File: src/rtl/usrx_pkg.sv
package usrx_pkg;
  typedef enum logic [1:0] {
    MD_SYNC    = 2'd0,
    MD_ASYNC1  = 2'd1,
    MD_ASYNC16 = 2'd2,
    MD_ASYNC64 = 2'd3
  } usrx_mode_e;

  typedef enum logic [2:0] {
    ST_HUNT1,
    ST_HUNT2,
    ST_SDATA,
    ST_AIDLE,
    ST_ASTART,
    ST_ADATA,
    ST_ASTOP
  } usrx_state_e;
endpackage

File: src/rtl/usrx_edge.sv
module usrx_edge #(
  parameter int STAGES = 2
) (
  input  logic clk,
  input  logic rst_n,
  input  logic rxc,
  input  logic rxd,
  input  logic syndet_in,
  output logic rise,
  output logic fall,
  output logic rxd_s,
  output logic sdin_s
);
  logic [STAGES:0]   rxc_p;
  logic [STAGES-1:0] rxd_p;
  logic [STAGES-1:0] sdi_p;

  always_ff @(posedge clk or negedge rst_n) begin
    if (!rst_n) begin
      rxc_p <= '0;
      rxd_p <= '1;
      sdi_p <= '0;
    end else begin
      rxc_p <= {rxc_p[STAGES-1:0], rxc};
      rxd_p <= {rxd_p[STAGES-2:0], rxd};
      sdi_p <= {sdi_p[STAGES-2:0], syndet_in};
    end
  end

  // data and sync input are aligned with the newest synchronized clock level
  assign rise   = rxc_p[STAGES-1] & ~rxc_p[STAGES];
  assign fall   = ~rxc_p[STAGES-1] & rxc_p[STAGES];
  assign rxd_s  = rxd_p[STAGES-1];
  assign sdin_s = sdi_p[STAGES-1];
endmodule

File: src/rtl/usrx_framer.sv
module usrx_framer
  import usrx_pkg::*;
#(
  parameter int CHAR_W  = 8,
  parameter int DIV_MED = 16,
  parameter int DIV_HI  = 64
) (
  input  logic              clk,
  input  logic              rst_n,
  input  logic              rise,
  input  logic              fall,
  input  logic              rxd_s,
  input  logic              sdin_s,
  input  usrx_mode_e        md,
  input  logic              ext_sync,
  input  logic              dual_sync,
  input  logic [CHAR_W-1:0] sync_a,
  input  logic [CHAR_W-1:0] sync_b,
  input  logic              hunt_req,
  output logic              load,
  output logic [CHAR_W-1:0] load_char,
  output logic              hit
);
  localparam int PH_W = $clog2(DIV_HI);
  localparam int CW_W = $clog2(CHAR_W + 1);
  localparam logic [CW_W-1:0] LAST = CW_W'(CHAR_W - 1);

  usrx_state_e       st;
  logic [CHAR_W-1:0] sh, nxt;
  logic [CW_W-1:0]   cnt;
  logic [PH_W-1:0]   ph;
  logic [PH_W:0]     div, half;
  logic              is_async, in_async, restart, last_bit, ph_end, ph_half;

  always_comb begin
    case (md)
      MD_ASYNC1:  div = (PH_W+1)'(1);
      MD_ASYNC16: div = (PH_W+1)'(DIV_MED);
      default:    div = (PH_W+1)'(DIV_HI);
    endcase
  end

  assign half     = div >> 1;
  assign is_async = (md != MD_SYNC);
  assign in_async = (st == ST_AIDLE) || (st == ST_ASTART) || (st == ST_ADATA) || (st == ST_ASTOP);
  assign restart  = hunt_req || (is_async != in_async);
  assign nxt      = {rxd_s, sh[CHAR_W-1:1]};
  assign last_bit = (cnt == LAST);
  assign ph_end   = ({1'b0, ph} == div - 1'b1);
  assign ph_half  = ({1'b0, ph} == half);

  assign hit = rise && !restart && !ext_sync &&
               ((st == ST_HUNT1 && last_bit && !dual_sync && nxt == sync_a) ||
                (st == ST_HUNT2 && last_bit && nxt == sync_b));
  assign load = rise && !restart &&
                ((st == ST_SDATA && last_bit) || (st == ST_ASTOP && ph_end));
  assign load_char = (st == ST_SDATA) ? nxt : sh;

  always_ff @(posedge clk or negedge rst_n) begin
    if (!rst_n) begin
      st  <= ST_HUNT1;
      sh  <= '0;
      cnt <= '0;
      ph  <= '0;
    end else if (restart) begin
      st  <= is_async ? ST_AIDLE : ST_HUNT1;
      cnt <= '0;
      ph  <= '0;
    end else begin
      case (st)
        ST_HUNT1: begin
          if (ext_sync) begin
            if (fall && sdin_s) begin
              st  <= ST_SDATA;
              cnt <= '0;
            end
          end else if (rise) begin
            sh <= nxt;
            if (last_bit && nxt == sync_a) begin
              st  <= dual_sync ? ST_HUNT2 : ST_SDATA;
              cnt <= '0;
            end else if (!last_bit) begin
              cnt <= cnt + 1'b1;
            end
          end
        end
        ST_HUNT2: if (rise) begin
          sh <= nxt;
          if (last_bit) begin
            // mismatch keeps the window full so the slide continues at once
            st  <= (nxt == sync_b) ? ST_SDATA : ST_HUNT1;
            cnt <= (nxt == sync_b) ? '0 : LAST;
          end else begin
            cnt <= cnt + 1'b1;
          end
        end
        ST_SDATA: if (rise) begin
          sh  <= nxt;
          cnt <= last_bit ? '0 : cnt + 1'b1;
        end
        ST_AIDLE: if (rise && !rxd_s) begin
          if (half == '0) begin
            st  <= ST_ADATA;
            ph  <= '0;
            cnt <= '0;
          end else begin
            st <= ST_ASTART;
            ph <= PH_W'(1);
          end
        end
        ST_ASTART: if (rise) begin
          if (ph_half) begin
            st  <= rxd_s ? ST_AIDLE : ST_ADATA;
            ph  <= '0;
            cnt <= '0;
          end else begin
            ph <= ph + 1'b1;
          end
        end
        ST_ADATA: if (rise) begin
          if (ph_end) begin
            ph <= '0;
            sh <= nxt;
            if (last_bit) st <= ST_ASTOP;
            else          cnt <= cnt + 1'b1;
          end else begin
            ph <= ph + 1'b1;
          end
        end
        ST_ASTOP: if (rise) begin
          if (ph_end) begin
            st <= ST_AIDLE;
            ph <= '0;
          end else begin
            ph <= ph + 1'b1;
          end
        end
        default: st <= ST_HUNT1;
      endcase
    end
  end

  AST_HIT_ONLY_SYNC: assert property (@(posedge clk) disable iff (!rst_n)
    hit |-> (md == MD_SYNC && !ext_sync));
  AST_FRAME_AFTER_HIT: assert property (@(posedge clk) disable iff (!rst_n)
    (hit && !dual_sync) |=> (st == ST_SDATA && cnt == '0));
endmodule

File: src/rtl/usrx_rxbuf.sv
module usrx_rxbuf #(
  parameter int CHAR_W = 8
) (
  input  logic              clk,
  input  logic              rst_n,
  input  logic              load,
  input  logic [CHAR_W-1:0] char_in,
  input  logic              hit,
  input  logic              rx_enable,
  input  logic              rx_ready,
  input  logic              err_clr,
  input  logic              stat_rd,
  output logic              rx_valid,
  output logic [CHAR_W-1:0] rx_data,
  output logic              overrun,
  output logic              syndet
);
  logic full, take;

  assign rx_valid = full && rx_enable;
  assign take     = rx_valid && rx_ready;

  always_ff @(posedge clk or negedge rst_n) begin
    if (!rst_n) begin
      full    <= 1'b0;
      rx_data <= '0;
      overrun <= 1'b0;
      syndet  <= 1'b0;
    end else begin
      if (load) begin
        rx_data <= char_in;
        full    <= 1'b1;
      end else if (take) begin
        full <= 1'b0;
      end
      if (load && full && !take) overrun <= 1'b1;
      else if (err_clr)          overrun <= 1'b0;
      if (hit)          syndet <= 1'b1;
      else if (stat_rd) syndet <= 1'b0;
    end
  end

  AST_OVR_SET: assert property (@(posedge clk) disable iff (!rst_n)
    (load && full && !take) |=> overrun);
  AST_OVR_STICKY: assert property (@(posedge clk) disable iff (!rst_n)
    (overrun && !err_clr) |=> overrun);
  AST_TAKE_EMPTIES: assert property (@(posedge clk) disable iff (!rst_n)
    (take && !load) |=> !rx_valid);
  AST_LOAD_DATA: assert property (@(posedge clk) disable iff (!rst_n)
    load |=> (rx_data == $past(char_in)));
  AST_SDET_CLEAR: assert property (@(posedge clk) disable iff (!rst_n)
    (stat_rd && !hit) |=> !syndet);
endmodule

File: src/rtl/usrx_top.sv
module usrx_top
  import usrx_pkg::*;
#(
  parameter int CHAR_W  = 8,
  parameter int DIV_MED = 16,
  parameter int DIV_HI  = 64,
  parameter int STAGES  = 2
) (
  input  logic              clk,
  input  logic              rst_n,
  input  logic              rxc,
  input  logic              rxd,
  input  logic [1:0]        mode,
  input  logic              ext_sync,
  input  logic              dual_sync,
  input  logic [CHAR_W-1:0] sync_a,
  input  logic [CHAR_W-1:0] sync_b,
  input  logic              hunt_req,
  input  logic              rx_enable,
  input  logic              err_clr,
  input  logic              stat_rd,
  input  logic              syndet_in,
  output logic              syndet_out,
  output logic              syndet_oe,
  output logic              rx_valid,
  input  logic              rx_ready,
  output logic [CHAR_W-1:0] rx_data,
  output logic              overrun
);
  usrx_mode_e        md;
  logic              rise, fall, rxd_s, sdin_s, load, hit;
  logic [CHAR_W-1:0] load_char;

  assign md        = usrx_mode_e'(mode);
  assign syndet_oe = (md == MD_SYNC) && !ext_sync;

  usrx_edge #(.STAGES(STAGES)) u_edge (
    .clk(clk), .rst_n(rst_n), .rxc(rxc), .rxd(rxd), .syndet_in(syndet_in),
    .rise(rise), .fall(fall), .rxd_s(rxd_s), .sdin_s(sdin_s)
  );

  usrx_framer #(.CHAR_W(CHAR_W), .DIV_MED(DIV_MED), .DIV_HI(DIV_HI)) u_framer (
    .clk(clk), .rst_n(rst_n), .rise(rise), .fall(fall), .rxd_s(rxd_s),
    .sdin_s(sdin_s), .md(md), .ext_sync(ext_sync), .dual_sync(dual_sync),
    .sync_a(sync_a), .sync_b(sync_b), .hunt_req(hunt_req),
    .load(load), .load_char(load_char), .hit(hit)
  );

  usrx_rxbuf #(.CHAR_W(CHAR_W)) u_buf (
    .clk(clk), .rst_n(rst_n), .load(load), .char_in(load_char), .hit(hit),
    .rx_enable(rx_enable), .rx_ready(rx_ready), .err_clr(err_clr),
    .stat_rd(stat_rd), .rx_valid(rx_valid), .rx_data(rx_data),
    .overrun(overrun), .syndet(syndet_out)
  );

  AST_OE_EXT_OFF: assert property (@(posedge clk) disable iff (!rst_n)
    (ext_sync || md != MD_SYNC) |-> !syndet_oe);
endmodule

File: config.mk
export PLATFORM = sky130hd
export DESIGN_NAME = usrx_top
export DESIGN_NICKNAME = d
export VERILOG_FILES = /design/src/rtl/usrx_pkg.sv /design/src/rtl/usrx_edge.sv /design/src/rtl/usrx_framer.sv /design/src/rtl/usrx_rxbuf.sv /design/src/rtl/usrx_top.sv
export SDC_FILE = /design/constraint.sdc
export NUM_CORES = 1
export LEC_CHECK = 0
export BUFFER_PORTS_ARGS = -buffer_cell sky130_fd_sc_hd__buf_4
export CORE_AREA = 2 2 76 78
export CTS_CLUSTER_SIZE = 28
export DETAILED_ROUTE_END_ITERATION = 8
export DIE_AREA = 0 0 78 80
export PLACE_DENSITY = 0.72
export RECOVER_POWER = 25
export SYNTH_ARGS = -nofsm -noshare
export SYNTH_HDL_FRONTEND = slang
export SYNTH_SLANG_ARGS = --single-unit
File: constraint.sdc
create_clock -name clk -period 2.2 [get_ports clk]
set_clock_uncertainty 0.15 [all_clocks]
set_input_delay 0.22 -clock clk [delete_from_list [all_inputs] [get_ports clk]]
set_output_delay 0.22 -clock clk [all_outputs]
set_load 0.005 [all_outputs]
* Word level (Yosys, flattened, before mapping) *
Cells that the tools add are included.

storage, ports and cells
  register bits = 39

operators by class
  $add $sub $neg = 3
  equality and inequality tests = 34
  mux-type cells = 60
  bitwise logic cells = 5
  reductions and logical operators = 46

operator list
  cell                 number
  $mux 4               16
  $mux 3               17
  $mux 8               5
  $mux 6               6
  $ne 3x1->1 const B   11
  $pmux 4 s6           1
  $pmux 8 s3           1
  $pmux 3 s7           1
  $logic_and 1x1->1    19
  $pmux 6 s3           1
  $eq 8x8->1           2
  $pmux 7 s2           1
  $reduce_and 14->1    1
  $reduce_and 11->1    1
  $eq 3x3->1 const B   3
  $mux 1               8
  $ne 4x3->1 const B   2
  $reduce_bool 2->1    4
  $eq 6x7->1           1
  $logic_not 7->1      1
  $reduce_bool 7->1    1
  $sub 7x1->7 const B  1
  $add 6x1->6 const B  1
  $eq 3x2->1 const B   2
  23 further kinds     41

* Logic depth before layout (Yosys ltp) *
Gate-level depths: netlist of the first run.

  depth after elaboration = 12
  mapped depth = 10
  gate-level depth less buffers = 10

* By module *
Synthesis of the first run repeated with hierarchy kept, for this count alone.

unflattened totals
  cells, all modules = 271
  area total of the unflattened synthesis = 2623.8 um^2

modules (own cells, without submodules)
  module       instances  cells each  area each (um^2)  sequential area each (um^2)
  usrx_framer  1          234         1970.6            525.5
  usrx_rxbuf   1          27          450.4             275.3
  usrx_edge    1          9           192.7             177.7
  usrx_top     1          1           10.0              0.0

* Least setup slack after synthesis of the first run *
No wires, ideal clock.

  path type = input port to flip-flop
  from = input mode[1]
  to = register u_framer.sh[0]
  library setup time = 0.125 ns
  arrival time = 2.111 ns
  slack = -0.186 ns
  stages on the path = 8
  path through = inv_1 -> ha_1 -> or4b_4 -> o22ai_4 -> a211oi_2 -> or3_1 -> buf_6 -> mux2_4

between the ends
  cells in the longest elaborated chain, start to end = 6
  elaborated cells between the ends (all ways) = 11
  classes of those cells = add/sub (1); eq/ne (5); mux (1); bitwise (1); reduce/logical (3)

ends and longest elaborated chain
  item                                             RTL line           RTL
  from (decl)                                      usrx_top.sv:13     input logic [1:0] mode,
  $eq 2x2->1 / $eq 2x1->1 (equally long branches)  usrx_framer.sv:36  case (md)
  $pmux 7 s2                                       usrx_framer.sv:36
  $sub 7x1->7                                      usrx_framer.sv:49  assign ph_end = ({1'b0, ph} == div - 1'b1);
  $eq 6x7->1                                       usrx_framer.sv:49
  $ne 2x1->1 (no line)                             n/a
  $reduce_and 5->1 (no line) (*)                   n/a
  to (signal assigned)                             usrx_framer.sv:78  sh <= nxt;
  to (signal assigned)                             usrx_framer.sv:88  sh <= nxt;
  to (signal assigned)                             usrx_framer.sv:98  sh <= nxt;
  to (decl)                                        usrx_framer.sv:29  logic [CHAR_W-1:0] sh, nxt;

Mark *: on every way between the ends. The rest lies on a longest branch, timed or not.
A chain may end at the register's enable or synchronous reset.

* Worst setup path after layout of the first run *
  from = register u_framer.ph[1]
  to = register u_framer.cnt[0]

between the ends
  cells in the longest elaborated chain, start to end = 3
  elaborated cells between the ends (all ways) = 5
  classes of those cells = eq/ne (4); reduce/logical (1)

ends and longest elaborated chain
  item                                             RTL line                              RTL
  from (decl)                                      usrx_framer.sv:31                     logic [PH_W-1:0] ph;
  from (signal assigned)                           usrx_framer.sv:117                    ph <= ph + 1'b1;
  from (signal assigned)                           usrx_framer.sv:127                    ph <= ph + 1'b1;
  from (signal assigned)                           usrx_framer.sv:135                    ph <= ph + 1'b1;
  $eq 6x7->1 / $eq 6x6->1 (equally long branches)  usrx_framer.sv:49, usrx_framer.sv:50
  $ne 3x1->1 (no line)                             n/a
  $reduce_and 11->1 (no line) (*)                  n/a
  to (signal assigned)                             usrx_framer.sv:83                     cnt <= cnt + 1'b1;
  to (signal assigned)                             usrx_framer.sv:92                     cnt <= (nxt == sync_b) ? '0 : LAST;
  to (signal assigned)                             usrx_framer.sv:94                     cnt <= cnt + 1'b1;
  to (decl)                                        usrx_framer.sv:30                     logic [CW_W-1:0] cnt;

Marked as above.

==> impl_metrics.ini, run 1 <==
[timing]
tightest_slew_ns = 0.958
fmax_ghz = 0.431
hold_viol = 0
min_period_over_period_pct = 105
fin_crit_ns = 2.32
setup_ws_ns = -0.121
finalSetupViolCount = 23
rsz0062_at_grt = true
max-slew-margin-rel_pct = 36.1
maxSlewViolCount = 0

[logic_synthesis]
synthCells = 272
ys_ff_latch = 39
synth_fa_ha_area_share_pct = 3.35
synth-xor-area-share_pct = 8.03
synth-edff-count = 0
synth_top_family_by_area = compound AO/OA/AOI/OAI gates
synth_nets = 309
ys_warn_count = 0
synth_mux_area_share_pct = 11.9
synthesis.area_sq_mm = 0.00262
async_flop_share_pct = 100
synth_cell_type_count = 59
yosysSeqAreaShare_pct = 37.4
yosys.area_share.simple_pct = 16.6
synth_compound_area_share_pct = 18.9
synth_area_per_cell_sq_um = 9.62
synth_ff_type = dfrtp_1

[worst_setup_path]
crit_chain = buf_6 -> inv_4 -> ha_4 -> nor3b_4 -> a311oi_2 -> or3_4 -> o31ai_2 -> buf_4 -> nor2_1 -> a31o_1
path_buf_inv = 3
cp-end-kind = flip-flop
cp-start-kind = flip-flop
crit_arrival_ns = 2.36
startpoint = u_framer.ph[1]$_DFFE_PN0P_
cp_top_family = simple AND/OR/NAND/NOR gates
r2r-start = u_framer.ph[1]$_DFFE_PN0P_
cpMaxStageDelayCell = or3_4
cp_slowest_stage_delay_ns = 0.43
crit_fanout = 6
worstSetupPathType = flip-flop to flip-flop
crit_required_ns = 2.23

[floorplan]
die_w_um = 78
num_rows = 27
core-area_sq_mm = 0.00541
die-height_um = 80
initial_core_util_pct = 48.4
ios = 42
die-area_sq_mm = 0.00624

[run_status]
violations = setup timing
status = complete, but fails checks

[cts]
htree_levels = 2
clk_latency_ns = 0.29
numCtsBuffers = 5
cts_sinks = 39
cts_tree = built
path_clk_slew_ns = 0.08
cts_root_buffer = clkbuf_8
cts_buffer_depth = 2

[detailed_routing]
drtIter0Drc = 254
vias = 2444
drt-total-wl_um = 6940
drc = 0
final_antenna_net_count = 0
vias_per_cell = 5.64
dr.pass1.iters = 5
post_drt_wl_per_cell_um = 16.0

[final_layout]
layout-drive-gt1-share_pct = 38.5
multi_input_area_sq_mm = 0.00162
seqCellArea_sq_um = 978
post-route-util_pct = 66.4
fin_nets = 397
fill_cells = 441
fin_cells = 433
diodes = 0
synthToLayoutAreaGrowth_pct = 37.0

[placement]
hpwlAfterDp_um = 5080
port_buffers = 41
dp_cells = 412
dp_slack_ns = -0.323
gp_congestion = 0.929

[global_route]
grt_max_degree = 40
overflow = 0
grt_pass1_vias = 2361
grt_pass1_wl_um = 11200
antenna_found_initial = 0
track_usage_pct = 23.0

[power_and_ir_drop]
p_int_mw = 1.90
vdd_drop_max_mv = 0.576
seqPwrFrac_pct = 28.6
p_sw_share_pct = 40.2
switchingPower_mw = 1.28
power_density_mw_per_mm2 = 887
p_clk_share_pct = 19.2
power_leakage_nw = 1.69
combPwrFrac_pct = 52.3

[min_path]
hp-class = input port to flip-flop
hp-start = err_clr

[flow_run]
cap_violations = 0
-- cell usage in the layout, fill, tap and decap left out, types with 4 or more instances in the layout --
cell / count
buf_4: 80
dfrtp_1: 37
nor2_1: 23
xor2_1: 21
nand2_1: 18
a21oi_1: 14
mux2_4: 13
inv_1: 10
o21ai_0: 9
mux2_2: 8
nor3_1: 7
nand2b_1: 6
a31oi_1: 6
a21o_1: 5
ha_1: 5
clkbuf_8: 5
dlygate4sd3_1: 5
nand4_1: 4
-- worst reg2reg max path: cells and delay by family (launching register included) --
family,cells,cell delay (ns)
compound gates,3,0.52
buf+inv,3,0.35
fa+ha+maj,1,0.12
flops,1,0.40
simple gates,3,0.66
-- synth_stat cells, drive strengths merged (2+ instances only) --
master | n | area [sq um]
a32o | 3 | 30.0
o211ai | 3 | 22.5
nand2 | 18 | 67.6
nor4 | 3 | 18.8
nand4 | 4 | 25.0
xnor2 | 3 | 26.3
a21o | 5 | 37.5
o311ai | 2 | 17.5
inv | 12 | 45.0
nor3b | 2 | 15.0
or3b | 2 | 17.5
or2 | 2 | 12.5
ha | 7 | 87.6
nand2b | 6 | 37.5
mux2 | 24 | 300
nor2 | 26 | 100
o221ai | 3 | 26.3
a211oi | 2 | 20.0
xor2 | 21 | 184
o21ai | 9 | 45.0
nor3 | 8 | 51.3
o2111ai | 3 | 26.3
dfrtp | 37 | 926
nor2b | 2 | 12.5
buf | 4 | 22.5
o22ai | 3 | 32.5
clkbuf | 8 | 30.0
o31ai | 3 | 27.5
a311oi | 2 | 17.5
dfstp | 2 | 52.6
or3 | 3 | 18.8
a21oi | 14 | 70.1
a31oi | 7 | 43.8
o22a | 2 | 17.5
nand3 | 3 | 15.0
-- logic make-up after synthesis --
logic type               count (synthesis)
AO/OA/AOI/OAI                           68
buffers and inverters                   25
XOR/XNOR                                24
adder cells (fa/ha/maj)                  7
flip-flops                              39
multiplexers                            25
AND/OR/NAND/NOR                         84
-- repair_timing --
action / CTS / global route
pin swaps: 7 / 8
hold endpoints to repair: 41 / 0
hold buffers: 5 / 0
resized for setup: 6 / 21
setup buffers: 6 / 3
setup endpoints to repair: 24 / 32
-- cell type report --
cell class | count | area share, %
repair buffers | 93 | 20.4
multi-input cells | 208 | 45.1
clock inverters | 3 | 1.29
well taps | 72 | 2.51
clock buffers | 5 | 1.92
flip-flops and latches | 39 | 27.3
inverters | 13 | 1.53
-- path summary, 6_finish.rpt --
check,slack (ns),cells after the start,end
worst min register to register,0.20,0,u_edge.rxc_p[1]$_DFF_PN0_
max in group asynchronous,0.85,2,u_edge.sdi_p[1]$_DFF_PN0_
worst max register to register,-0.12,10,u_framer.cnt[0]$_DFFE_PN0P_
min in group asynchronous,0.46,2,u_framer.cnt[0]$_DFFE_PN0P_
worst min-delay path,0.06,3,u_buf.overrun$_DFFE_PN0P_
worst max-delay path,-0.12,10,u_framer.cnt[0]$_DFFE_PN0P_
-- layer usage --
| metal | up-vias | global-route usage, % | share of wire, % |
|---|---|---|---|
| met2 | 76 | 38.4 | 50 |
| li1 | 1173 | - | - |
| met5 | - | 0 | 0 |
| met1 | 1183 | 30.2 | 44 |
| met4 | 0 | 7.37 | 1.4 |
| met3 | 12 | 4.19 | 4.4 |
-- through the flow --
| stage | setup TNS, ns | area (sq um) | hold slack [ns] | total power, mW |
|---|---|---|---|---|
| 2_1_floorplan | -1.99 | 2620 | -0.226 | 1.90 |
| 3_3_place_gp | -4.80 | 3270 | 0.0681 | 2.42 |
| 3_5_place_dp | -5.79 | 3270 | 0.0738 | 2.45 |
| 4_1_cts | -1.46 | 3500 | 0.0560 | 3.10 |
| 5_1_grt | -3.46 | 3590 | 0.0858 | 3.37 |
| 6_report | -1.63 | 3590 | 0.0622 | 3.18 |
-- power by group through the flow --
stage | combinational [mW] | clock [mW] | sequential, mW
6_report | 1.66 | 0.609 | 0.909
3_5_place_dp | 1.52 | 0 | 0.924
3_3_place_gp | 1.50 | 0 | 0.921
5_1_grt | 1.80 | 0.655 | 0.921
4_1_cts | 1.57 | 0.621 | 0.910
2_1_floorplan | 1.02 | 0 | 0.884
-- state kept, by name (all words and copies together), names as in the netlist --
name / count
u_buf.full: 1
u_buf.overrun: 1
u_buf.rx_data: 8
u_buf.syndet: 1
u_edge.rxc_p: 3
u_edge.rxd_p: 2
u_edge.sdi_p: 2
u_framer.cnt: 4
u_framer.ph: 6
u_framer.sh: 8
u_framer.st: 3
Note: power is estimated with default switching activity, not from simulation.
==> inputs of run 2 (changes only) <==
--- a/config.mk
+++ b/config.mk
@@ -10,6 +10,7 @@
 export CTS_CLUSTER_SIZE = 28
 export DETAILED_ROUTE_END_ITERATION = 8
 export DIE_AREA = 0 0 78 80
+export MAX_ROUTING_LAYER = met4
 export PLACE_DENSITY = 0.72
 export RECOVER_POWER = 25
 export SYNTH_ARGS = -nofsm -noshare
==> run 2 against run 1 <==
Against the previous run:
- the flow still finishes with violations (setup timing)
- sequential power grew 0.8%
- sequential cell count is the same
- fmax shrank 2.6%
- via count grew 3.7%
- final cell count grew 1.6%
- worst setup slack lost 0.061 ns
- critical path type unchanged
- critical endpoint is now u_framer.sh[0]$_DFFE_PN0P_
- largest cell class unchanged
==> impl_metrics.ini, run 2 (same netlist as run 1, synthesis figures left out) <==
[run_status]
status = complete, but fails checks
violations = setup timing

[cts]
cts_root_buffer = clkbuf_8
clk_latency_ns = 0.31
cts_sinks = 39
cts_tree = built
path_clk_slew_ns = 0.09
htree_levels = 2
cts_buffer_depth = 2
numCtsBuffers = 5

[worst_setup_path]
worstSetupPathType = flip-flop to flip-flop
startpoint = u_framer.ph[0]$_DFFE_PN0P_
r2r-end = u_framer.sh[0]$_DFFE_PN0P_
cp-end-kind = flip-flop
crit_fanout = 8
cpMaxStageDelayCell = or4b_4
worstRegToRegCells = 6
crit_chain = or4b_4 -> o22ai_4 -> buf_6 -> a211oi_4 -> or3_4 -> mux2_4
crit_required_ns = 2.24
r2r-start = u_framer.ph[0]$_DFFE_PN0P_
crit_path_end = u_framer.sh[0]$_DFFE_PN0P_
crit_arrival_ns = 2.42
cp_slowest_stage_delay_ns = 0.53
cp-start-kind = flip-flop
r2r_setup_slack_ns = -0.18

[final_layout]
final_cell_mix = buf_4, dfrtp_1, nor2_1, xor2_1, nand2_1
synthToLayoutAreaGrowth_pct = 41.1
fin_area_sq_mm = 0.00369
fin_nets = 404
diodes = 0
layout_commonest_cell = buf_4
top_regs = u_buf.rx_data (8), u_framer.sh (8), u_framer.ph (6)
post-route-util_pct = 68.3
layout-drive-gt1-share_pct = 41.3

[floorplan]
ios = 42
die_w_um = 78
num_rows = 27
die-area_sq_mm = 0.00624
initial_core_util_pct = 48.4
die-height_um = 80
core-area_sq_mm = 0.00541

[placement]
port_buffers = 41
hpwlAfterDp_um = 5160
gp_congestion = 0.909
placed_area_sq_mm = 0.00329

[detailed_routing]
drtIter0Drc = 199
drc = 0
vias = 2534
vias_per_cell = 5.76
post_drt_wl_per_cell_um = 16.7
final_antenna_net_count = 0
drt-total-wl_um = 7330
dr.pass1.iters = 5

[power_and_ir_drop]
power_leakage_nw = 1.74
power_density_mw_per_mm2 = 885
vdd_drop_max_mv = 0.501

[global_route]
grt_pass1_vias = 2413
track_usage_pct = 23.4
overflow = 0
antenna_found_initial = 0
grt_pass1_wl_um = 11100
grt_max_degree = 40

[timing]
min_period_over_period_pct = 108
fin_crit_ns = 2.38
fmax_ghz = 0.420
max-slew-margin-rel_pct = 35.7
hold_slack_ns = 0.0563
hold_viol = 0
finalSetupViolCount = 22
rsz0062_at_grt = true
maxSlewViolCount = 0
setup_ws_ns = -0.182
tightest_slew_ns = 0.965

[min_path]
hp-class = input port to flip-flop

[flow_run]
cap_violations = 0
==> run 2: cell types whose count changed in the layout (fill, tap and decap cells not counted), moves of 2 or more <==
cell | before | now
ha_2 | 1 | 3
inv_2 | 0 | 2
buf_4 | 80 | 84
a31oi_4 | 0 | 2
inv_4 | 2 | 0
buf_6 | 3 | 5
==> run 2: area by class of cell <==
class | instances | area, sq um
clock buffers | 5 | 68.8
clock inverters | 3 | 43.8
fillers | 434 | 1710
inverters | 13 | 50.0
multi-input cells | 208 | 1660
flip-flops and latches | 39 | 978
well taps | 72 | 90.1
repair buffers | 100 | 800
==> run 2: worst min path at each step <==
stage | start | to | slack (ns) | cells after the start
floorplan | rst_n | u_buf.full$_DFFE_PN0P_ | -0.23 | 0
global placement | rst_n | u_framer.cnt[2]$_DFFE_PN0P_ | 0.07 | 1
detailed placement | rst_n | u_framer.cnt[2]$_DFFE_PN0P_ | 0.07 | 1
CTS | err_clr | u_buf.overrun$_DFFE_PN0P_ | 0.06 | 3
global route | err_clr | u_buf.overrun$_DFFE_PN0P_ | 0.07 | 3
finish | err_clr | u_buf.overrun$_DFFE_PN0P_ | 0.06 | 3
==> run 2: report_power, final <==
group          switching [mW]  internal, mW
clock network           0.280         0.338
logic                   0.943         0.792
registers               0.121         0.795
==> run 2: metrics by stage <==
stage	cells	power (mW)	setup WS (ns)	TNS (ns)
after floorplan	272	1.90	-0.173	-1.99
after global placement	414	2.44	-0.281	-4.95
after detailed placement	414	2.46	-0.303	-5.46
after CTS	430	3.11	-0.158	-2.43
after global routing	440	3.46	-0.225	-3.89
final	440	3.27	-0.182	-2.77
==> run 2: worst max-delay path: cells and delay by family (launching register included) <==
kind,cells,cell delay [ns]
multiplexers,1,0.33
AO/OA/AOI/OAI,2,0.24
AND/OR/NAND/NOR,2,1.01
flip-flops,1,0.41
buffers and inverters,1,0.13
==> run 2: repair_timing <==
item | 4_1_cts | 5_1_grt
hold buffers | 5 | 0
pin swaps | 8 | 14
gates resized for setup | 6 | 32
endpoints found under the hold margin | 41 | 0
endpoints found under the setup margin | 24 | 32
buffers inserted | 3 | 12
==> run 2: routing by layer <==
metal  track usage (%)  wire length (um)
met5                 -                 0
met4              9.82               134
met3              4.64               449
met2              38.6              3700
met1              28.1              3050
